### src/rtl/adc_persist_pkg.sv
package adc_persist_pkg;
  typedef enum logic { POL_UNSIGNED = 1'b0, POL_TWOS = 1'b1 } pol_e;
  typedef enum logic { BELOW_STEP = 1'b0, BELOW_ZERO = 1'b1 } below_e;
endpackage

### src/rtl/adc_mag_cmp.sv
module adc_mag_cmp
  import adc_persist_pkg::*;
#(
  parameter int RES_W = 16,
  parameter int THR_W = 16
) (
  input  logic [RES_W-1:0] res,
  input  pol_e             mode,
  input  logic [THR_W-1:0] thr,
  output logic             hit
);
  localparam logic [RES_W-1:0] MOST_NEG = {1'b1, {(RES_W-1){1'b0}}};
  localparam logic [RES_W-1:0] MOST_POS = {1'b0, {(RES_W-1){1'b1}}};

  logic [RES_W-1:0] mag;
  logic [THR_W-1:0] thr_eff;
  logic [RES_W-1:0] thr_ext;

  always_comb begin
    if (mode == POL_TWOS) begin
      if (res == MOST_NEG)        mag = MOST_POS;
      else if (res[RES_W-1])      mag = ~res + 1'b1;
      else                        mag = res;
      thr_eff = {1'b0, thr[THR_W-2:0]};
    end else begin
      mag     = res;
      thr_eff = thr;
    end
  end

  generate
    if (RES_W > THR_W) begin : g_wide
      assign thr_ext = {{(RES_W-THR_W){1'b0}}, thr_eff};
    end else begin : g_same
      assign thr_ext = thr_eff[RES_W-1:0];
    end
  endgenerate

  assign hit = (mag >= thr_ext);
endmodule

### src/rtl/adc_persist_cnt.sv
module adc_persist_cnt
  import adc_persist_pkg::*;
#(
  parameter int CNT_W = 8
) (
  input  logic             clk,
  input  logic             rst_n,
  input  logic             take,
  input  logic             hit,
  input  below_e           policy,
  input  logic             clr,
  input  logic [CNT_W-1:0] limit,
  output logic [CNT_W-1:0] count,
  output logic             flag,
  output logic             irq
);
  localparam logic [CNT_W-1:0] CNT_MAX = {CNT_W{1'b1}};

  logic [CNT_W-1:0] cnt_nx;

  always_comb begin
    if (hit)                      cnt_nx = (count == CNT_MAX) ? count : count + 1'b1;
    else if (policy == BELOW_ZERO) cnt_nx = '0;
    else                          cnt_nx = (count == '0) ? count : count - 1'b1;
  end

  always_ff @(posedge clk or negedge rst_n) begin
    if (!rst_n) begin
      count <= '0;
      flag  <= 1'b0;
      irq   <= 1'b0;
    end else if (clr) begin
      count <= '0;
      flag  <= 1'b0;
      irq   <= 1'b0;
    end else begin
      irq <= 1'b0;
      if (take) begin
        count <= cnt_nx;
        if (cnt_nx == limit && !flag) begin
          flag <= 1'b1;
          irq  <= 1'b1;
        end
      end
    end
  end
endmodule

### src/rtl/adc_sum_acc.sv
module adc_sum_acc
  import adc_persist_pkg::*;
#(
  parameter int RES_W = 16,
  parameter int ACC_W = 32
) (
  input  logic             clk,
  input  logic             rst_n,
  input  logic             take,
  input  pol_e             mode,
  input  logic [RES_W-1:0] res,
  input  logic             acc_en,
  input  logic             reconfig,
  output logic [ACC_W-1:0] sum
);
  localparam int EXT_W = ACC_W - RES_W;

  logic [ACC_W-1:0] res_ext;

  always_comb begin
    if (mode == POL_TWOS) res_ext = {{EXT_W{res[RES_W-1]}}, res};
    else                  res_ext = {{EXT_W{1'b0}}, res};
  end

  always_ff @(posedge clk or negedge rst_n) begin
    if (!rst_n)                 sum <= '0;
    else if (!acc_en || reconfig) sum <= '0;
    else if (take)              sum <= sum + res_ext;
  end
endmodule

### src/rtl/adc_persist_top.sv
module adc_persist_top
  import adc_persist_pkg::*;
#(
  parameter int RES_W = 16,
  parameter int THR_W = 16,
  parameter int CNT_W = 8,
  parameter int ACC_W = 32
) (
  input  logic             clk,
  input  logic             rst_n,
  input  logic             smp_valid,
  output logic             smp_ready,
  input  logic [RES_W-1:0] smp_data,
  input  logic             pol_mode,
  input  logic [THR_W-1:0] thr_level,
  input  logic [CNT_W-1:0] hit_limit,
  input  logic             below_clr,
  input  logic             det_en,
  input  logic             acc_en,
  input  logic             clr,
  output logic [CNT_W-1:0] hit_count,
  output logic             thr_flag,
  output logic             thr_irq,
  output logic [ACC_W-1:0] acc_sum,
  output logic             res_rdy
);
  pol_e   mode_now;
  pol_e   mode_q;
  below_e policy;
  logic   take;
  logic   hit;
  logic   reconfig;

  assign mode_now  = pol_e'(pol_mode);
  assign policy    = below_e'(below_clr);
  assign smp_ready = det_en;
  assign take      = smp_valid && smp_ready;
  assign reconfig  = (mode_now != mode_q);

  always_ff @(posedge clk or negedge rst_n) begin
    if (!rst_n) begin
      mode_q  <= POL_UNSIGNED;
      res_rdy <= 1'b0;
    end else begin
      mode_q  <= mode_now;
      res_rdy <= take;
    end
  end

  adc_mag_cmp #(.RES_W(RES_W), .THR_W(THR_W)) u_cmp (
    .res  (smp_data),
    .mode (mode_now),
    .thr  (thr_level),
    .hit  (hit)
  );

  adc_persist_cnt #(.CNT_W(CNT_W)) u_cnt (
    .clk    (clk),
    .rst_n  (rst_n),
    .take   (take),
    .hit    (hit),
    .policy (policy),
    .clr    (clr),
    .limit  (hit_limit),
    .count  (hit_count),
    .flag   (thr_flag),
    .irq    (thr_irq)
  );

  adc_sum_acc #(.RES_W(RES_W), .ACC_W(ACC_W)) u_acc (
    .clk      (clk),
    .rst_n    (rst_n),
    .take     (take),
    .mode     (mode_now),
    .res      (smp_data),
    .acc_en   (acc_en),
    .reconfig (reconfig),
    .sum      (acc_sum)
  );
endmodule

### config.mk
export PLATFORM = sky130hd
export DESIGN_NAME = adc_persist_top
export DESIGN_NICKNAME = d
export VERILOG_FILES = /design/src/rtl/adc_persist_pkg.sv /design/src/rtl/adc_mag_cmp.sv /design/src/rtl/adc_persist_cnt.sv /design/src/rtl/adc_sum_acc.sv /design/src/rtl/adc_persist_top.sv
export SDC_FILE = /design/constraint.sdc
export NUM_CORES = 1
export LEC_CHECK = 0
export ABC_AREA = 1
export CAP_MARGIN = 15
export CORE_MARGIN = 5
export CORE_UTILIZATION = 30
export CTS_CLUSTER_DIAMETER = 100
export DETAILED_ROUTE_END_ITERATION = 10
export PLACE_DENSITY_LB_ADDON = 0.05
export SLEW_MARGIN = 20
export SYNTH_ARGS = -nofsm -noshare
export SYNTH_HDL_FRONTEND = slang
export SYNTH_SLANG_ARGS = --single-unit
### constraint.sdc
create_clock -name clk -period 2.76 [get_ports clk]
set_clock_uncertainty 0.05 [all_clocks]
set_input_delay 0.414 -clock clk [delete_from_list [all_inputs] [get_ports clk]]
set_output_delay 0.414 -clock clk [all_outputs]
set_load 0.03 [all_outputs]
==> summary.md, run 1 <==
| Metric | Value |
|---|---|
| Outcome | finished, violations left |
| Failing checks | setup timing |
| Post-layout net count | 1124 |
| Vias | 5848 |
| CP top delay family | simple AND/OR/NAND/NOR gates |
| Largest net degree at the start of global routing | 33 |
| Chip Height | 139 um |
| H-tree lvl count | 2 |
| Flop pwr share | between 20% and 30% |
| CP endpoint kind | flop |
| Die width | 139 um |
| Area share of the largest cell type after synthesis | 22.2% |
| Initial DRC count | 283 |
| Seq. cell area | ~0.0011 sq mm |
| Sequential fraction of the synthesis area | between 20% and 30% |
| Clock Sinks | 44 |
| PD cells | 318 mW/mm^2 |
| Post-synth EDFFs | 0 |
| Max-cap violations | 0 |
| Leak Pwr | 4.05 nW |
| Cell taking the most area after synthesis | dfrtp_1 |
| Final HPWL DP | 14700 um |
| Clk_lat worst skew | around 300 ps |
| CTS root buffer | clkbuf_16 |
| GRT Util Overall | 18.7% |
| Synth top cells by count | nand2_1 (224), inv_1 (96), nor2_1 (71), nand3_1 (62), a21oi_1 (58) |
| Initial antenna violation count | 0 |
| Routed wl met2 | 8820 um |
| Detailed Routing Iterations Pass 1 | 4 |
| Final GP Congestion | 0.870 |
| RSZ-0062 raised after global routing | yes |
| WL final | 18200 um |
| Placement row count | 47 |
| Max Root-Sink Buffers | 2 |
| First-pass GRT wire length | 29600 um |
| Share of cells above drive strength 1 | 27.4% |
| Total grt overflow | 0 |
| VDD IR max | just over 200 uV |
| CP arrival | 3330 ps |
| Fillers | 1675 |
| Die area | around 0.019 sq mm |
| Max-slew violations | 0 |
| Share of flip-flops with an asynchronous set or reset | 100% |
| Synthesized instance count | 783 |
| Wire length on met3 | 582 um |
| Buffer and inverter count on the worst path | 3 |
| Sw frac | a little over a third |
| Num CTS Buffers | 5 |
| CTS tree | yes |
| Vias/cell | between 4 and 5 |
| CP max stage delay | around 310 ps |
| I/O Buffers | a little over 90 |
| Setup TNS | -2150 ps |
| Initial Utilization | 30.2% |
| Clock-pin slew of the registers on the worst-case setup and hold paths | 80 ps |
| Mapped Area | 0.00495 sq mm |
| Crit-path slowest cell | ha_1 |
| WHS | 65.6 ps |
| Top Layer Used | met4 |
| Primary FF master, synth | dfrtp_1 |
| Synth area leaders | dfrtp_1 (22%), nand2_1 (17%), ha_1 (13%) |
| CP Data Required Time | a little under 3000 ps |
| Post-route ant nets | 0 |
| Cell variety after synth | 49 |
| Count of final setup violators | 10 |
| Final hold vios | 0 |
| Worst setup margin | -372 ps |
| DRC Markers | 0 |
| Syn Area/Cell | 6.33 sq um |
| Ant diodes | 0 |
| Core area | 0.0164 sq mm |
| Fin crit share | 113% |
| Tmin final | 3130 ps |
| Critical path, cell by cell | buf_8 -> inv_8 -> ha_4 -> nand3_4 -> nor2_4 -> nand4_1 -> nor3_2 -> nand2_1 -> nor3_2 -> nor3_2 -> ha_1 -> nand4_1 -> buf_4 -> nor2_4 -> nand2_4 -> nand2_8 -> nand2_4 -> nand2_4 -> nand2_2 -> nand2_2 -> nand3_2 -> nor2_4 -> nand2_2 -> nand2_1 |
| Crit-path max FO | 8 |
| Switch Pwr | 0.000914 W |
| Int Pwr | roughly 0.0016 W |
| Mapped Nets | 883 |
| Crit path kind | in -> reg |
| Drt wl/cell | 14.6 um |
| Layout area overhead | 59.7% |
| Combinational share of power | roughly 44% |
| Fmax | 319 MHz |
| CTS hold repair buffers | 0 |
| Yosys warnings | 0 |
| Yosys reg bits | 44 |
| Worst Max-Slew Pin Slew | 601 ps |
| Min-delay worst type | in -> async |
| Count leader, synth | nand2_1 |
| Vias in the first global route | 5839 |
| Rel. slew slack | between 50% and 60% |
| Multi-input logic area | 0.00385 sq mm |
| Clock power frac | between 20 and 30% |
| Post-layout total power | 0.00252 W |
| Startpoint Class | input port |
| Met1 wire length | 8520 um |
| IO Pins | 92 |
-- cell type report --
| cell class | count | area share [%] |
|---|---|---|
| sequential | 44 | 13.9 |
| multi-input combinational | 624 | 48.6 |
| clock inverter | 3 | 0.538 |
| inverter | 106 | 5.36 |
| timing repair buffer | 243 | 26.5 |
| clock buffer | 5 | 1.58 |
| tap | 220 | 3.48 |
-- worst paths after layout --
kind	start	endpoint	slack, ps	depth (start not counted)
max	smp_data[0]	u_cnt.flag	-370	24
min	rst_n	u_acc.sum[9]	70	1
max reg2reg	u_acc.sum[0]	u_acc.sum[18]	450	12
min reg2reg	u_acc.sum[24]	u_acc.sum[24]	470	2
max in group asynchronous	rst_n	u_acc.sum[14]	1830	2
min in group clk	u_acc.sum[24]	u_acc.sum[24]	470	2
-- registers in the layout, summed over array words and instances (netlist names) --
name         flops
u_cnt.flag       1
u_cnt.count      8
res_rdy          1
u_acc.sum       32
u_cnt.irq        1
mode_q           1
-- per-stage QoR --
step	utilization, %	instance area (sq um)	worst slack, ps	std cells
2_1_floorplan	-	5130	-216	783
3_3_place_gp	44.3	7260	-1180	1218
3_5_place_dp	44.3	7260	-1310	1218
4_1_cts	46.9	7700	-422	1240
5_1_grt	48.2	7910	-539	1245
6_report	48.2	7910	-372	1245
-- kinds of logic after synthesis --
logic type / synth area share, %
compound gates: 17.9
xor+xnor: 1.41
fa+ha+maj: 13.3
buf+inv: 8.99
flops: 22.2
simple gates: 36.2
-- power groups by stage --
stage | Combinational (W) | Clock (W) | Sequential (W)
2_1_floorplan | 0.000505 | 0 | 0.000742
3_3_place_gp | 0.000979 | 0 | 0.000709
3_5_place_dp | 0.000983 | 0 | 0.000710
4_1_cts | 0.00106 | 0.000749 | 0.000697
5_1_grt | 0.00123 | 0.000767 | 0.000701
6_report | 0.00111 | 0.000710 | 0.000697
-- metal layers --
metal | vias up | global-route usage [%]
met4 | 0 | 4.32
met2 | 110 | 32.8
met3 | 21 | 2.66
li1 | 3082 | -
met5 | - | 0
met1 | 2635 | 24.5
-- cells in the final DEF, fill, tap and decap left out, types with 3 or more instances in the layout --
master,n
nor2_4,7
ha_4,7
ha_1,43
or2_2,5
o21a_1,3
dfrtp_1,44
nand2_2,15
o21ai_2,4
o21ai_1,13
o21bai_1,4
buf_12,3
nor2_2,5
o211ai_1,3
clkdlybuf4s50_1,78
buf_6,8
xor2_1,4
nand4_1,9
nand3_2,16
nand2_4,8
a21oi_2,13
clkbuf_16,5
nand2_1,206
nand3_1,47
nor3_1,5
inv_2,8
xnor2_1,4
nand3b_1,6
nor2_1,62
a21oi_1,46
nand3_4,4
o21ai_0,45
buf_4,143
inv_1,91
nor3_2,5
o22ai_1,6
dlygate4sd2_1,5
a21o_1,5
-- what timing repair did --
action,4_1_cts,5_1_grt
setup buffers,15,6
endpoints found under the setup margin,23,22
gates cloned,1,0
pin swaps,31,27
gates resized for setup,75,48
(Power assumes the default switching activity.)
==> run 2, diff against run 1 <==
--- a/config.mk
+++ b/config.mk
@@ -11,7 +11,6 @@
 export CORE_UTILIZATION = 30
 export CTS_CLUSTER_DIAMETER = 100
 export DETAILED_ROUTE_END_ITERATION = 10
-export PLACE_DENSITY_LB_ADDON = 0.05
 export SLEW_MARGIN = 20
 export SYNTH_ARGS = -nofsm -noshare
 export SYNTH_HDL_FRONTEND = slang
==> run 2 against run 1 <==
The flow still finishes with violations (setup timing). Count of clock-buffer cells in the layout unchanged. Die area unchanged. First-iteration DRC count grew 8.8%. Non-clock buffer count decreased by 3. Register-to-register slack worse by 30 ps. Maximum frequency down 6.4%. Worst setup slack worse by 210 ps. Critical path depth is 5 higher.
==> summary.md, run 2 (synthesis gave the netlist of run 1 again) <==
| Metric | Value |
|---|---|
| Outcome | finished, violations left |
| Failing checks | setup timing |
| Placed instance count | 1194 (-2.0%) |
| FF-to-FF path depth | 11 (-1) |
| CTS tree | yes |
| Max-cap violations | 0 (unchanged) |
| Post-layout net count | 1122 (-0.18%) |
| Chip Height | 139 um (unchanged) |
| Vias | 5962 (+1.9%) |
| Rel. slew slack | 61.6% (+1.6 points) |
| IO Pins | 92 (unchanged) |
| CP max stage delay | 290 ps (-20 ps) |
| Clock Sinks | 44 (unchanged) |
| Ant diodes | 0 (unchanged) |
| Final HPWL DP | 13500 um (-8.5%) |
| Count of final setup violators | 10 (unchanged) |
| Num CTS Buffers | 5 (unchanged) |
| VDD IR max | 253 uV (+24%) |
| Vias/cell | 4.80 (+2.1%) |
| I/O Buffers | 91 (unchanged) |
| Crit-path max FO | 6 (-2) |
| WHS | 19.8 ps (-45.8 ps) |
| Post-route ant nets | 0 (unchanged) |
| Tmin final | 3350 ps (+213 ps) |
| Register-to-register setup slack | 420 ps (-30 ps) |
| RSZ-0062 raised after global routing | yes |
| Worst Max-Slew Pin Slew | 576 ps (-25.4 ps) |
| Crit-path slowest cell | nor3_2 |
| H-tree lvl count | 2 (unchanged) |
| Startpoint Class | input port |
| Cell mode on critical path | nand2_1 |
| Fmax | 299 MHz (-6.4%) |
| Final GP Congestion | 0.928 (+6.6%) |
| Final hold vios | 0 (unchanged) |
| Min-delay worst type | in -> async |
| Initial antenna violation count | 0 (unchanged) |
| CP Data Required Time | 2950 ps (about the same) |
| GRT Util Overall | 18.0% (-0.75 points) |
| Drt wl/cell | 14.6 um (-0.45%) |
| Post-route insts no fill | 1243 (-0.16%) |
| Worst setup margin | -585 ps (-213 ps) |
| Setup TNS | -4460 ps (-2310 ps) |
| Largest register FFs | 32 (unchanged) |
| CP arrival | 3540 ps (+210 ps) |
| CP endpoint kind | flop |
| Reg with most FFs | u_acc.sum |
| WL final | 18100 um (-0.61%) |
| Clock-pin slew of the registers on the worst-case setup and hold paths | 70 ps (about the same) |
| Reg-to-Reg Start | u_acc.sum[0] |
| Crit path kind | in -> reg |
| DRC Markers | 0 (unchanged) |
| Initial DRC count | 308 (+8.8%) |
| Detailed Routing Iterations Pass 1 | 5 (+1) |
| Vias in the first global route | 5768 (-1.2%) |
| First-pass GRT wire length | 28700 um (-3.0%) |
| Die area | 0.0192 sq mm (unchanged) |
| Leak Pwr | 4.07 nW (+0.57%) |
| CTS root buffer | clkbuf_16 |
| Fillers | 1613 (-3.7%) |
| Largest net degree at the start of global routing | 33 (unchanged) |
| Total grt overflow | 0 (unchanged) |
| Max-slew violations | 0 (unchanged) |
| Layout area overhead | 65.1% |
| Max Root-Sink Buffers | 2 (unchanged) |
| RR Endpoint | u_acc.sum[18] |
| Top flop regs | u_acc.sum (32), u_cnt.count (8) |
| Initial Utilization | 30.2% (unchanged) |
| Most frequent cells in the layout | nand2_1 (197), buf_4 (132), inv_1 (90) |
| PD cells | 317 mW/mm^2 (-0.32%) |
| Clk_lat worst skew | 300 ps (about the same) |
| Core area | 0.0164 sq mm (unchanged) |
| Placement row count | 47 (unchanged) |
| Fin crit share | 121% (+7.7 points) |
| Die width | 139 um (unchanged) |
| Share of cells above drive strength 1 | 30.2% (+2.8 points) |
| Commonest non-fill, non-tap cell in the layout | nand2_1 |
run 2: cell count changes in the layout (fill, tap and decap cells not counted), sizes merged, moves of 2 or more:
cell,previous run,this run
clkdlybuf4s15,0,2
dlygate4sd2,5,7
clkbuf,7,5
buf,157,153
run 2: what timing repair did:
action	4_1_cts	5_1_grt
pin swaps	50	51
setup endpoints to repair	24	18
cloned	3	0
gates resized for setup	96	66
hold buffers	0	0
buffers inserted	26	15
run 2: where the power goes:
group,internal [W],switching [W]
Combinational,0.000533,0.000641
Clock,0.000431,0.000291
Sequential,0.000666,0.0000320
run 2: layout make-up:
| type | instances | area (sq um) | share of cell area, % |
|---|---|---|---|
| multi-input combinational | 624 | 4080 | 49.9 |
| timing repair buffer | 240 | 2120 | 26.0 |
| sequential | 44 | 1100 | 13.5 |
| inverter | 106 | 418 | 5.11 |
| tap | 220 | 275 | 3.36 |
| clock buffer | 5 | 125 | 1.53 |
| clock inverter | 3 | 46.3 | 0.566 |
| timing repair inverter | 1 | 7.51 | 0.0918 |
run 2: worst max path at each step:
| stage | from | endpoint | cells after the start |
|---|---|---|---|
| final | smp_data[1] | u_cnt.flag | 29 |
| after global routing | smp_data[1] | u_cnt.flag | 29 |
| after CTS | smp_data[1] | u_cnt.flag | 23 |
| after detailed placement | smp_data[1] | u_cnt.flag | 23 |
| after global placement | smp_data[1] | u_cnt.flag | 23 |
| after floorplan | smp_data[1] | u_cnt.flag | 26 |
run 2: critical path, delay by kind of cell:
family,cells,cell delay [ps]
AOI/OAI and AO/OA,1,100
buffers and inverters,6,800
adders and majority gates,2,410
and+or+nand+nor,20,1810
run 2: routing by layer:
metal  part of all wire (%)  GRT usage [%]
met5                      0              0
met4                    1.1           4.00
met3                    4.7           2.83
met2                     49           30.9
met1                     46           23.8
run 2: per-stage QoR:
stage | setup slack [ps] | utilization (%) | instance area [sq um] | power, W
after floorplan | -216 | - | 5130 | 0.00125
after global placement | -1200 | 43.2 | 7080 | 0.00165
after detailed placement | -1300 | 43.2 | 7080 | 0.00165
after CTS | -324 | 47.2 | 7750 | 0.00247
after global routing | -849 | 49.9 | 8180 | 0.00276
final | -585 | 49.9 | 8180 | 0.00259
==> run 3, diff against run 2 <==
--- a/config.mk
+++ b/config.mk
@@ -11,6 +11,7 @@
 export CORE_UTILIZATION = 30
 export CTS_CLUSTER_DIAMETER = 100
 export DETAILED_ROUTE_END_ITERATION = 10
+export SKIP_LAST_GASP = 1
 export SLEW_MARGIN = 20
 export SYNTH_ARGS = -nofsm -noshare
 export SYNTH_HDL_FRONTEND = slang
==> run 3 against run 2 <==
Maximum frequency grew 0.65%. Highest routed layer unchanged. The flow still finishes with violations (setup timing). Core utilization fell by 1.3 points. Routed wire length fell by 3.2%. Non-clock buffer count down 7. Worst hold slack worse by 1.6 ps.
==> summary.md, run 3 (synthesis gave the netlist of run 1 again) <==
| Metric | Value |
|---|---|
| Chip Height | 139 um (unchanged) |
| Die area | 0.0192 sq mm (unchanged) |
| Fmax | 301 MHz (+0.65%) |
| Initial DRC count | 249 (-19%) |
| WL final | 17500 um (-3.2%) |
| Crit path kind | in -> reg |
| Startpoint Class | input port |
| GRT Util Overall | 18.0% (about the same) |
| VDD IR max | 253 uV (about the same) |
| Max Root-Sink Buffers | 2 (unchanged) |
| Fillers | 1644 (+1.9%) |
| Leak Pwr | 3.98 nW (-2.1%) |
| CP endpoint kind | flop |
| Total grt overflow | 0 (unchanged) |
| Top flop regs | u_acc.sum (32), u_cnt.count (8) |
| Dpl cell area | 0.00708 sq mm (unchanged) |
| Sw frac | 36.5% (-0.64 points) |
| Placement row count | 47 (unchanged) |
| Clock-pin slew of the registers on the worst-case setup and hold paths | 70 ps (about the same) |
| Cell mode on critical path | nand2_2 |
| Worst slack at placement | -1300 ps (unchanged) |
| DRC Markers | 0 (unchanged) |
| Largest register FFs | 32 (unchanged) |
| Int Pwr | 0.00159 W (-2.5%) |
| Detailed Routing Iterations Pass 1 | 5 (unchanged) |
| Outcome | finished, violations left |
| Final GP Congestion | 0.928 (unchanged) |
| IO Pins | 92 (unchanged) |
| Count of final setup violators | 10 (unchanged) |
| Reg-to-Reg Start | u_acc.sum[0] |
| Vias/cell | 4.75 (-1.0%) |
| Utilization after layout | 48.5% (-1.3 points) |
| Clock Sinks | 44 (unchanged) |
| Post-layout net count | 1115 (-0.62%) |
| Final HPWL DP | 13500 um (unchanged) |
| Crit-path max FO | 8 (+2) |
| CTS tree | yes |
| Seq. cell area | 0.00110 sq mm (unchanged) |
| H-tree lvl count | 2 (unchanged) |
| Tmin final | 3320 ps (-21.8 ps) |
| Switch Pwr | 0.000914 W (-5.2%) |
| Crit-path slowest cell | nor3_2 |
| Combinational share of power | 43.3% (-2.0 points) |
| Multi-input logic area | 0.00394 sq mm (-3.4%) |
| CP max stage delay | 290 ps (about the same) |
| Worst setup margin | -563 ps (+21.8 ps) |
| Reg with most FFs | u_acc.sum |
| Clk_lat worst skew | 300 ps (about the same) |
| CTS root buffer | clkbuf_16 |
| Layout area overhead | 60.7% |
| Failing checks | setup timing |
| Commonest non-fill, non-tap cell in the layout | nand2_1 |
| WHS | 18.2 ps (-1.62 ps) |
| Critical Path Start | smp_data[1] |
| Clock power frac | 28.8% (+1.0 points) |
| Most frequent cells in the layout | nand2_1 (202), buf_4 (129), inv_1 (90) |
| Fin crit share | 120% (-0.79 points) |
| Vias | 5869 (-1.6%) |
| Vias in the first global route | 5759 (-0.16%) |
| CP Data Required Time | 2910 ps (-40 ps) |
| Drt wl/cell | 14.2 um (-2.6%) |
| Core area | 0.0164 sq mm (unchanged) |
| PD cells | 314 mW/mm^2 (-0.85%) |
| Largest net degree at the start of global routing | 33 (unchanged) |
| Initial Utilization | 30.2% (unchanged) |
| Rel. slew slack | 61.8% (+0.20 points) |
| CP top delay family | simple AND/OR/NAND/NOR gates |
| Min-delay worst type | in -> async |
| Max-cap violations | 0 (unchanged) |
| FF-to-FF path depth | 11 (unchanged) |
| I/O Buffers | 91 (unchanged) |
| Num CTS Buffers | 5 (unchanged) |
| Die width | 139 um (unchanged) |
| Buffer and inverter count on the worst path | 7 (+1) |
| RSZ-0062 raised after global routing | yes |
| CP arrival | 3470 ps (-70 ps) |
| Flop pwr share | 27.9% (+1.0 points) |
| Ant diodes | 0 (unchanged) |
| Post-route ant nets | 0 (unchanged) |
| Share of cells above drive strength 1 | 28.5% (-1.7 points) |
| Final hold vios | 0 (unchanged) |
| Final Instance Area | 0.00796 sq mm (-2.7%) |
| Max-slew violations | 0 (unchanged) |
| First-pass GRT wire length | 28700 um (about the same) |
| Worst path depth | 27 (-6.9%) |
| Worst Max-Slew Pin Slew | 573 ps (-2.93 ps) |
| Initial antenna violation count | 0 (unchanged) |
## run 3: cell count changes in the layout (fill, tap and decap cells not counted), moves of 3 or more
cell	previous run	this run
buf_6	15	12
buf_4	132	129
nand3_4	10	5
nand2_1	197	202
nand3_2	14	17
nand2_4	8	5
## run 3: what timing repair did
item / 4_1_cts / 5_1_grt
gates cloned: 3 / 0
pin swaps: 50 / 36
buffers inserted: 26 / 8
gates resized for setup: 95 / 40
endpoints found under the setup margin: 24 / 18
hold buffers: 0 / 0
## run 3: routing by layer
| metal | track usage (%) | vias to the layer above | share of wire (%) |
|---|---|---|---|
| met5 | 0 | - | 0 |
| met4 | 3.90 | 0 | 1.3 |
| met3 | 2.83 | 19 | 3.8 |
| met2 | 30.9 | 105 | 48 |
| met1 | 23.9 | 2683 | 47 |
| li1 | - | 3062 | - |
## run 3: layout make-up
class / instances / share of cell area [%]
clock inverter: 3 / 0.582
multi-input combinational: 624 / 49.5
clock buffer: 5 / 1.57
timing repair buffer: 233 / 25.7
timing repair inverter: 1 / 0.0943
sequential: 44 / 13.8
inverter: 106 / 5.25
tap: 220 / 3.46
## run 3: final timing paths
kind	to	slack, ps
max	u_cnt.flag	-560
min	u_acc.sum[24]	20
max reg2reg	u_acc.sum[18]	410
min reg2reg	u_acc.sum[15]	470
max in group asynchronous	u_acc.sum[14]	1920
min in group clk	u_acc.sum[15]	470
## run 3: power groups by stage
| stage | registers (W) | clock network, W | logic (W) |
|---|---|---|---|
| 5_1_grt | 0.000701 | 0.000769 | 0.00120 |
| 3_5_place_dp | 0.000709 | 0 | 0.000939 |
| 4_1_cts | 0.000697 | 0.000739 | 0.00103 |
| 3_3_place_gp | 0.000709 | 0 | 0.000938 |
| 2_1_floorplan | 0.000742 | 0 | 0.000505 |
| 6_report | 0.000698 | 0.000720 | 0.00108 |
## run 3: worst reg2reg max path: cells and delay by family, from the launching register on
kind	cells	cell delay, ps
compound gates	4	680
flops	1	400
buf+inv	1	160
simple gates	4	390
fa+ha+maj	2	610
## run 3: stage by stage
step | setup TNS (ps) | cells | total power (W)
2_1_floorplan | -416 | 783 | 0.00125
3_3_place_gp | -17530 | 1194 | 0.00165
3_5_place_dp | -18190 | 1194 | 0.00165
4_1_cts | -1870 | 1228 | 0.00247
5_1_grt | -6340 | 1236 | 0.00267
6_report | -4050 | 1236 | 0.00250
